==> src/rtl/fxo_pkg.sv <==
package fxo_pkg;
  typedef enum logic [1:0] {
    RND_TRUNC     = 2'd0,
    RND_HALF_UP   = 2'd1,
    RND_HALF_EVEN = 2'd2,
    RND_TRUNC_ALT = 2'd3
  } rnd_mode_e;

  localparam int SHIFT_MAX = 16;
endpackage

==> src/rtl/fxo_scale.sv <==
module fxo_scale #(
  parameter int IN_W = 24,
  localparam int SH_W = IN_W + 2 * fxo_pkg::SHIFT_MAX
) (
  input  logic                   clk,
  input  logic                   rst_n,
  input  logic                   in_valid,
  input  logic [IN_W-1:0]        in_data,
  input  logic signed [5:0]      shift,
  output logic                   sc_valid,
  output logic signed [SH_W-1:0] sc_data
);
  // Map -16..+16 onto a left shift of 0..32 of a pre-widened word.
  function automatic logic [5:0] shift_amt(input logic signed [5:0] s);
    if (s < -6'sd16)      return 6'd0;
    else if (s > 6'sd16)  return 6'd32;
    else                  return 6'(s) + 6'd16;
  endfunction

  logic signed [SH_W-1:0] widened;
  assign widened = SH_W'($signed(in_data));

  always_ff @(posedge clk or negedge rst_n) begin
    if (!rst_n) begin
      sc_valid <= 1'b0;
      sc_data  <= '0;
    end else begin
      sc_valid <= in_valid;
      sc_data  <= widened <<< shift_amt(shift);
    end
  end
endmodule

==> src/rtl/fxo_round.sv <==
module fxo_round #(
  parameter int SH_W = 56,
  parameter int FB   = 24,
  parameter int IW   = 34
) (
  input  logic                   clk,
  input  logic                   rst_n,
  input  logic                   in_valid,
  input  logic signed [SH_W-1:0] in_data,
  input  fxo_pkg::rnd_mode_e     mode,
  output logic                   round_tie,
  output logic                   round_inc,
  output logic                   rn_valid,
  output logic signed [IW-1:0]   rn_data
);
  import fxo_pkg::*;

  logic signed [IW-1:0] floor_v;
  logic                 half_bit;
  logic                 sticky;

  assign floor_v  = IW'($signed(in_data[SH_W-1:FB]));
  assign half_bit = in_data[FB-1];
  assign sticky   = |in_data[FB-2:0];
  assign round_tie = half_bit && !sticky;

  function automatic logic inc_fn(input rnd_mode_e m, input logic h,
                                  input logic st, input logic lsb);
    case (m)
      RND_HALF_UP:   return h;
      RND_HALF_EVEN: return h && (st || lsb);
      default:       return 1'b0;
    endcase
  endfunction

  assign round_inc = inc_fn(mode, half_bit, sticky, floor_v[0]);

  always_ff @(posedge clk or negedge rst_n) begin
    if (!rst_n) begin
      rn_valid <= 1'b0;
      rn_data  <= '0;
    end else begin
      rn_valid <= in_valid;
      rn_data  <= floor_v + IW'(round_inc);
    end
  end
endmodule

==> src/rtl/fxo_sign.sv <==
module fxo_sign #(
  parameter int IW         = 34,
  parameter bit OUT_SIGNED = 1'b0
) (
  input  logic                 clk,
  input  logic                 rst_n,
  input  logic                 in_valid,
  input  logic signed [IW-1:0] in_data,
  input  logic                 neg_abs,
  output logic                 sg_valid,
  output logic signed [IW-1:0] sg_data
);
  function automatic logic signed [IW-1:0] fix_fn(input logic signed [IW-1:0] v,
                                                  input logic a);
    if (OUT_SIGNED || !v[IW-1]) return v;
    else if (a)                 return -v;
    else                        return '0;
  endfunction

  always_ff @(posedge clk or negedge rst_n) begin
    if (!rst_n) begin
      sg_valid <= 1'b0;
      sg_data  <= '0;
    end else begin
      sg_valid <= in_valid;
      sg_data  <= fix_fn(in_data, neg_abs);
    end
  end
endmodule

==> src/rtl/fxo_clamp.sv <==
module fxo_clamp #(
  parameter int IW         = 34,
  parameter int OUT_W      = 10,
  parameter bit OUT_SIGNED = 1'b0
) (
  input  logic                 clk,
  input  logic                 rst_n,
  input  logic                 in_valid,
  input  logic signed [IW-1:0] in_data,
  input  logic                 guard_en,
  input  logic [OUT_W-1:0]     guard_min,
  input  logic [OUT_W-1:0]     guard_max,
  output logic signed [IW-1:0] lim_lo,
  output logic signed [IW-1:0] lim_hi,
  output logic                 cl_valid,
  output logic [OUT_W-1:0]     cl_data
);
  logic signed [IW-1:0] full_lo, full_hi, g_lo, g_hi;

  generate
    if (OUT_SIGNED) begin : g_signed
      assign full_lo = -(IW'(1) <<< (OUT_W - 1));
      assign full_hi = (IW'(1) <<< (OUT_W - 1)) - IW'(1);
      assign g_lo    = IW'($signed(guard_min));
      assign g_hi    = IW'($signed(guard_max));
    end else begin : g_unsigned
      assign full_lo = '0;
      assign full_hi = (IW'(1) <<< OUT_W) - IW'(1);
      assign g_lo    = IW'(guard_min);
      assign g_hi    = IW'(guard_max);
    end
  endgenerate

  assign lim_lo = guard_en ? g_lo : full_lo;
  assign lim_hi = guard_en ? g_hi : full_hi;

  // Upper bound first, lower bound last: an inverted pair yields the minimum.
  function automatic logic signed [IW-1:0] sat_fn(input logic signed [IW-1:0] v,
                                                  input logic signed [IW-1:0] lo,
                                                  input logic signed [IW-1:0] hi);
    logic signed [IW-1:0] t;
    t = (v > hi) ? hi : v;
    return (t < lo) ? lo : t;
  endfunction

  always_ff @(posedge clk or negedge rst_n) begin
    if (!rst_n) begin
      cl_valid <= 1'b0;
      cl_data  <= '0;
    end else begin
      cl_valid <= in_valid;
      cl_data  <= OUT_W'(sat_fn(in_data, lim_lo, lim_hi));
    end
  end
endmodule

==> src/rtl/fxo_out_convert.sv <==
module fxo_out_convert #(
  parameter int IN_W       = 24,
  parameter int FRAC_W     = 8,
  parameter int OUT_W      = 10,
  parameter bit OUT_SIGNED = 1'b0
) (
  input  logic              clk,
  input  logic              rst_n,
  input  logic              in_valid,
  input  logic [IN_W-1:0]   in_data,
  input  logic [5:0]        cfg_shift,
  input  logic [1:0]        cfg_round,
  input  logic              cfg_neg_abs,
  input  logic              cfg_guard_en,
  input  logic [OUT_W-1:0]  cfg_guard_min,
  input  logic [OUT_W-1:0]  cfg_guard_max,
  output logic              out_valid,
  output logic [OUT_W-1:0]  out_data
);
  import fxo_pkg::*;

  localparam int SH_W = IN_W + 2 * SHIFT_MAX;
  localparam int FB   = FRAC_W + SHIFT_MAX;
  localparam int IW   = SH_W - FB + 2;

  // Configuration travelling with each word
  rnd_mode_e          mode_q1;
  logic               abs_q1, abs_q2;
  logic               gen_q1, gen_q2, gen_q3;
  logic [OUT_W-1:0]   gmin_q1, gmin_q2, gmin_q3;
  logic [OUT_W-1:0]   gmax_q1, gmax_q2, gmax_q3;

  always_ff @(posedge clk or negedge rst_n) begin
    if (!rst_n) begin
      mode_q1 <= RND_TRUNC;
      {abs_q1, abs_q2} <= '0;
      {gen_q1, gen_q2, gen_q3} <= '0;
      {gmin_q1, gmin_q2, gmin_q3} <= '0;
      {gmax_q1, gmax_q2, gmax_q3} <= '0;
    end else begin
      mode_q1 <= rnd_mode_e'(cfg_round);
      abs_q1  <= cfg_neg_abs;   abs_q2  <= abs_q1;
      gen_q1  <= cfg_guard_en;  gen_q2  <= gen_q1;  gen_q3  <= gen_q2;
      gmin_q1 <= cfg_guard_min; gmin_q2 <= gmin_q1; gmin_q3 <= gmin_q2;
      gmax_q1 <= cfg_guard_max; gmax_q2 <= gmax_q1; gmax_q3 <= gmax_q2;
    end
  end

  // Named inter-stage wires
  logic                   sc_valid, rn_valid, sg_valid;
  logic signed [SH_W-1:0] sc_data;
  logic signed [IW-1:0]   rn_data, sg_data, lim_lo, lim_hi;
  logic                   round_tie, round_inc;

  fxo_scale #(.IN_W(IN_W)) u_scale (
    .clk(clk), .rst_n(rst_n), .in_valid(in_valid), .in_data(in_data),
    .shift(cfg_shift), .sc_valid(sc_valid), .sc_data(sc_data));

  fxo_round #(.SH_W(SH_W), .FB(FB), .IW(IW)) u_round (
    .clk(clk), .rst_n(rst_n), .in_valid(sc_valid), .in_data(sc_data),
    .mode(mode_q1), .round_tie(round_tie), .round_inc(round_inc),
    .rn_valid(rn_valid), .rn_data(rn_data));

  fxo_sign #(.IW(IW), .OUT_SIGNED(OUT_SIGNED)) u_sign (
    .clk(clk), .rst_n(rst_n), .in_valid(rn_valid), .in_data(rn_data),
    .neg_abs(abs_q2), .sg_valid(sg_valid), .sg_data(sg_data));

  fxo_clamp #(.IW(IW), .OUT_W(OUT_W), .OUT_SIGNED(OUT_SIGNED)) u_clamp (
    .clk(clk), .rst_n(rst_n), .in_valid(sg_valid), .in_data(sg_data),
    .guard_en(gen_q3), .guard_min(gmin_q3), .guard_max(gmax_q3),
    .lim_lo(lim_lo), .lim_hi(lim_hi), .cl_valid(out_valid), .cl_data(out_data));
endmodule

==> config.mk <==
export PLATFORM = sky130hd
export DESIGN_NAME = fxo_out_convert
export DESIGN_NICKNAME = d
export VERILOG_FILES = /design/src/rtl/fxo_pkg.sv /design/src/rtl/fxo_scale.sv /design/src/rtl/fxo_round.sv /design/src/rtl/fxo_sign.sv /design/src/rtl/fxo_clamp.sv /design/src/rtl/fxo_out_convert.sv
export SDC_FILE = /design/constraint.sdc
export NUM_CORES = 1
export LEC_CHECK = 0
export BUFFER_PORTS_ARGS = -buffer_cell sky130_fd_sc_hd__buf_2
export CORE_UTILIZATION = 60
export CTS_CLUSTER_DIAMETER = 100
export DETAILED_ROUTE_END_ITERATION = 10
export MAX_ROUTING_LAYER = met4
export PLACE_DENSITY = 0.79
export SLEW_MARGIN = 10
export SYNTH_ARGS = -nofsm -noshare
export SYNTH_HDL_FRONTEND = slang
export SYNTH_SLANG_ARGS = --single-unit
==> constraint.sdc <==
create_clock -name clk -period 6 [get_ports clk]
set_input_delay 1.8 -clock clk [delete_from_list [all_inputs] [get_ports clk]]
set_output_delay 1.8 -clock clk [all_outputs]
set_load 0.01 [all_outputs]
==> key figures <==
Setup path
  – CP required: 6.37 ns
  – Reg2reg start: gen_q3
  – Crit start category: flop
  – Worst-path fanout max: 23
  – Cells along the critical path: nor2b_1, ha_1, a211oi_1, nor2_1, nor3b_1, a211o_1, a21o_2, o21ai_0, ha_1, and4_2, nand4_1, nor2_1, nand3_1, a221oi_4, o31ai_4, mux2_4
  – CP Class: reg2reg
  – CP Launch Point: gen_q3
  – Critical Path End Type: flop
  – Crit-path leading delay family: compound AO/OA/AOI/OAI gates
  – Slowest CP cell: dfrtp_1
  – Slowest stage delay, CP: 0.73 ns
  – Crit path buf inv count: 0
  – CP Data Arrival Time: 5.23 ns

Pwr
  – Leakage: 5.124 nW
  – Power Dens Cells: 315.8 mW/mm^2
  – Peak VDD IR: 241.5 uV

Detailed routing
  – Vias per inst: 5.771
  – DR iter-0 viols: 561
  – Drt drc: 0
  – Antenna-violating nets left: 0
  – Via count: 6793
  – Detailed Routing Iterations Pass 1: 7
  – Final wirelength: 20310 um
  – Routed length per placed instance: 17.26 um

Finish
  – N_diodes: 0
  – Most common library cell in the layout ignoring fill and taps: dfrtp_1
  – Multi-input logic area: 0.004192 sq mm
  – Fin util: 0.7014
  – Fraction of layout cells with a size suffix above 1: 0.1460
  – Fill count: 1127
  – Seq. cell area: 0.005105 sq mm
  – Area delta synth->final: 12.21%
  – Most frequent cells in the layout: dfrtp_1 (204), nand2_1 (87), mux2i_1 (81)
  – Final nets: 1033

Yosys
  – Post-Syn Area per Cell: 10.71 sq um
  – Seq cells post-synth: 204
  – Synth unique cells: 67
  – Mapped Cells: 900
  – Register area share after synthesis: 0.5294
  – Asr flop ratio synth: 1.000
  – Synth Net Count: 978
  – Cell Area, Synth: 0.009643 sq mm
  – Post-synth EDFFs: 0
  – Synth Warn #: 0
  – Ys flop type: dfrtp_1

Die
  – # IOs: 68
  – DIE WIDTH: 128.8 um
  – # rows: 45
  – Core region area: 0.01543 sq mm
  – Initial Utilization: 0.6251
  – Die height: 128.8 um
  – Full die area: 0.01658 sq mm

Clock tree
  – Clk sinks: 204
  – CTS tree: yes
  – H-Tree Depth: 1
  – Post-CTS Setup Inserts: 0
  – Root Driver: clkbuf_16
  – Clk slew on worst S/H paths: 0.06 ns
  – Inserted Clock Buffers: 21
  – Hold_buf cts: 0
  – CTS resizes: 0
  – Clk_lat worst skew: 0.50 ns
  – Worst-case clock buffer depth: 3

Global routing
  – First-pass GRT wire length: 33200 um
  – Grt met2 use: 0.4315
  – Met1 Track Usage GR: 0.3430
  – GR peak layer: met2
  – Total gr overflow: 0
  – Largest net degree at the start of global routing: 113
  – Met3 Track Usage GR: 0.03701
  – Total GRT Usage: 0.2665
  – Vias in the first global route: 6566
  – Initial antenna violation count: 0

Timing
  – Clock Skew: 0.01602 ns
  – Hold Vio Cnt, Final: 0
  – Min cycle time layout: 4.866 ns
  – Slew of the pin with the lowest slew margin: 1.058 ns
  – Sum of negative setup slack: 0 ns
  – Finish-stage setup viols: 0
  – Max_slew headroom: 0.2931
  – Top achievable clock speed: 205.5 MHz
  – Part of the cycle the worst path needs: 0.8109
  – Final-report max-slew violation count: 0
  – RSZ-0062 raised after global routing: false

Placed design
  – Port Buffers: 67
  – RePlAce Congestion: 0.9795
  – DP Wirelength: 14120 um

Job
  – Maxcap violations: 0

Worst hold path
  – Hold Crit Start: gmin_q1[5]
  – Worst Hold Class: reg2reg

Run status
  – Status: finished, final reports clean
-- sequential cells by signal (all words and copies together), names as in the netlist --
| signal | cells |
|---|---|
| u_sign.sg_valid | 1 |
| gmax_q3 | 10 |
| abs_q2 | 1 |
| u_round.rn_data | 33 |
| u_clamp.cl_data | 10 |
| gmax_q2 | 10 |
| u_scale.sc_data | 56 |
| u_sign.sg_data | 34 |
| gmin_q1 | 10 |
| u_round.rn_valid | 1 |
| gen_q1 | 1 |
| gen_q2 | 1 |
| mode_q1 | 2 |
| gen_q3 | 1 |
| u_scale.sc_valid | 1 |
| gmin_q2 | 10 |
| gmin_q3 | 10 |
| gmax_q1 | 10 |
| u_clamp.cl_valid | 1 |
| abs_q1 | 1 |
-- layout make-up --
type / count / share of cell area
clock inverters: 5 / 0.005204
flip-flops and latches: 204 / 0.4718
clock buffers: 29 / 0.05782
repair buffers: 74 / 0.03781
well taps: 211 / 0.02440
multi-input cells: 609 / 0.3874
inverters: 45 / 0.01561
-- routing by layer --
metal / up-vias / part of all wire
met5: - / 0
met4: 0 / 0.036
met3: 54 / 0.052
met2: 228 / 0.48
met1: 3232 / 0.43
li1: 3279 / -
-- cells by family (layout without fill, tap and decap cells) --
kind of cell / count (synthesis) / after routing / synth area share
compound gates: 169 / 169 / 0.1106
other cells: 1 / 1 / 0.0003889
flops: 204 / 204 / 0.5294
xor+xnor: 34 / 34 / 0.03088
buf+inv: 87 / 153 / 0.03594
mux: 98 / 98 / 0.1152
simple gates: 285 / 285 / 0.1492
fa+ha+maj: 22 / 22 / 0.02842
-- cell usage after synthesis, types with 2 or more instances --
cell,count,area [sq um]
dfrtp_1,204,5105
nand2_1,87,326.6
mux2i_1,81,810.8
nor2_1,54,202.7
o21ai_0,49,245.2
a21oi_1,47,235.2
inv_1,44,165.2
clkbuf_1,31,116.4
xnor2_1,22,192.7
ha_1,21,262.8
nand3_1,20,100.1
nor3_1,19,95.09
and2_1,18,112.6
nor4_1,18,112.6
and3_1,17,106.4
a22o_1,14,122.6
o22ai_1,14,87.58
xor2_1,12,105.1
nor2b_1,11,68.82
mux2_4,8,120.1
nand4_1,8,50.05
a31oi_1,7,43.79
a211oi_1,6,45.04
mux4_2,6,135.1
nor3b_1,6,45.04
o21ai_1,6,30.03
or3_1,6,37.54
buf_2,5,25.02
buf_1,4,15.01
o31ai_1,4,30.03
and4_1,3,26.28
nand2b_1,3,18.77
o311ai_0,3,26.28
o41ai_1,3,26.28
a211o_1,2,17.52
a21boi_0,2,15.01
a31o_2,2,17.52
mux2_2,2,22.52
nand4bb_1,2,22.52
nor2_2,2,12.51
-- worst register-to-register path: cells and delay by family, from the launching register on --
kind            cells  cell delay (ns)
compound gates      6             1.77
fa+ha+maj           2             0.62
flops               1             0.73
mux                 1             0.35
simple gates        7             1.27
-- metrics by stage --
| stage | worst slack, ns | instance area, sq um | cells | hold WS, ns | total power, mW |
|---|---|---|---|---|---|
| after detailed placement | 1.142 | 10140 | 1143 | 0.3347 | 2.162 |
| after global routing | 0.7515 | 10820 | 1177 | 0.3519 | 3.568 |
| after CTS | 1.120 | 10820 | 1177 | 0.3484 | 3.436 |
| final | 1.134 | 10820 | 1177 | 0.3445 | 3.417 |
| after global placement | 1.275 | 10140 | 1143 | 0.3314 | 2.144 |
| after floorplan | 1.548 | 9643 | 900 | 0.3312 | 1.981 |
-- path summary, 6_finish.rpt --
check,slack [ns],end,cells after the start
worst min register to register,0.34,gmin_q2[5],0
max in group asynchronous,3.61,u_round.rn_valid,2
worst max-delay path,1.13,u_clamp.cl_data[3],16
worst max register to register,1.13,u_clamp.cl_data[3],16
worst min-delay path,0.34,gmin_q2[5],0
min in group asynchronous,1.41,u_sign.sg_data[31],1
-- where the power goes --
group / leakage, nW / switching, mW / internal [mW] / total, mW
Sequential: 2.45 / 0.0962 / 1.51 / 1.61
Clock: 0.337 / 0.499 / 0.766 / 1.26
Combinational: 2.33 / 0.320 / 0.222 / 0.542
Note: power is estimated with default switching activity, not from simulation.
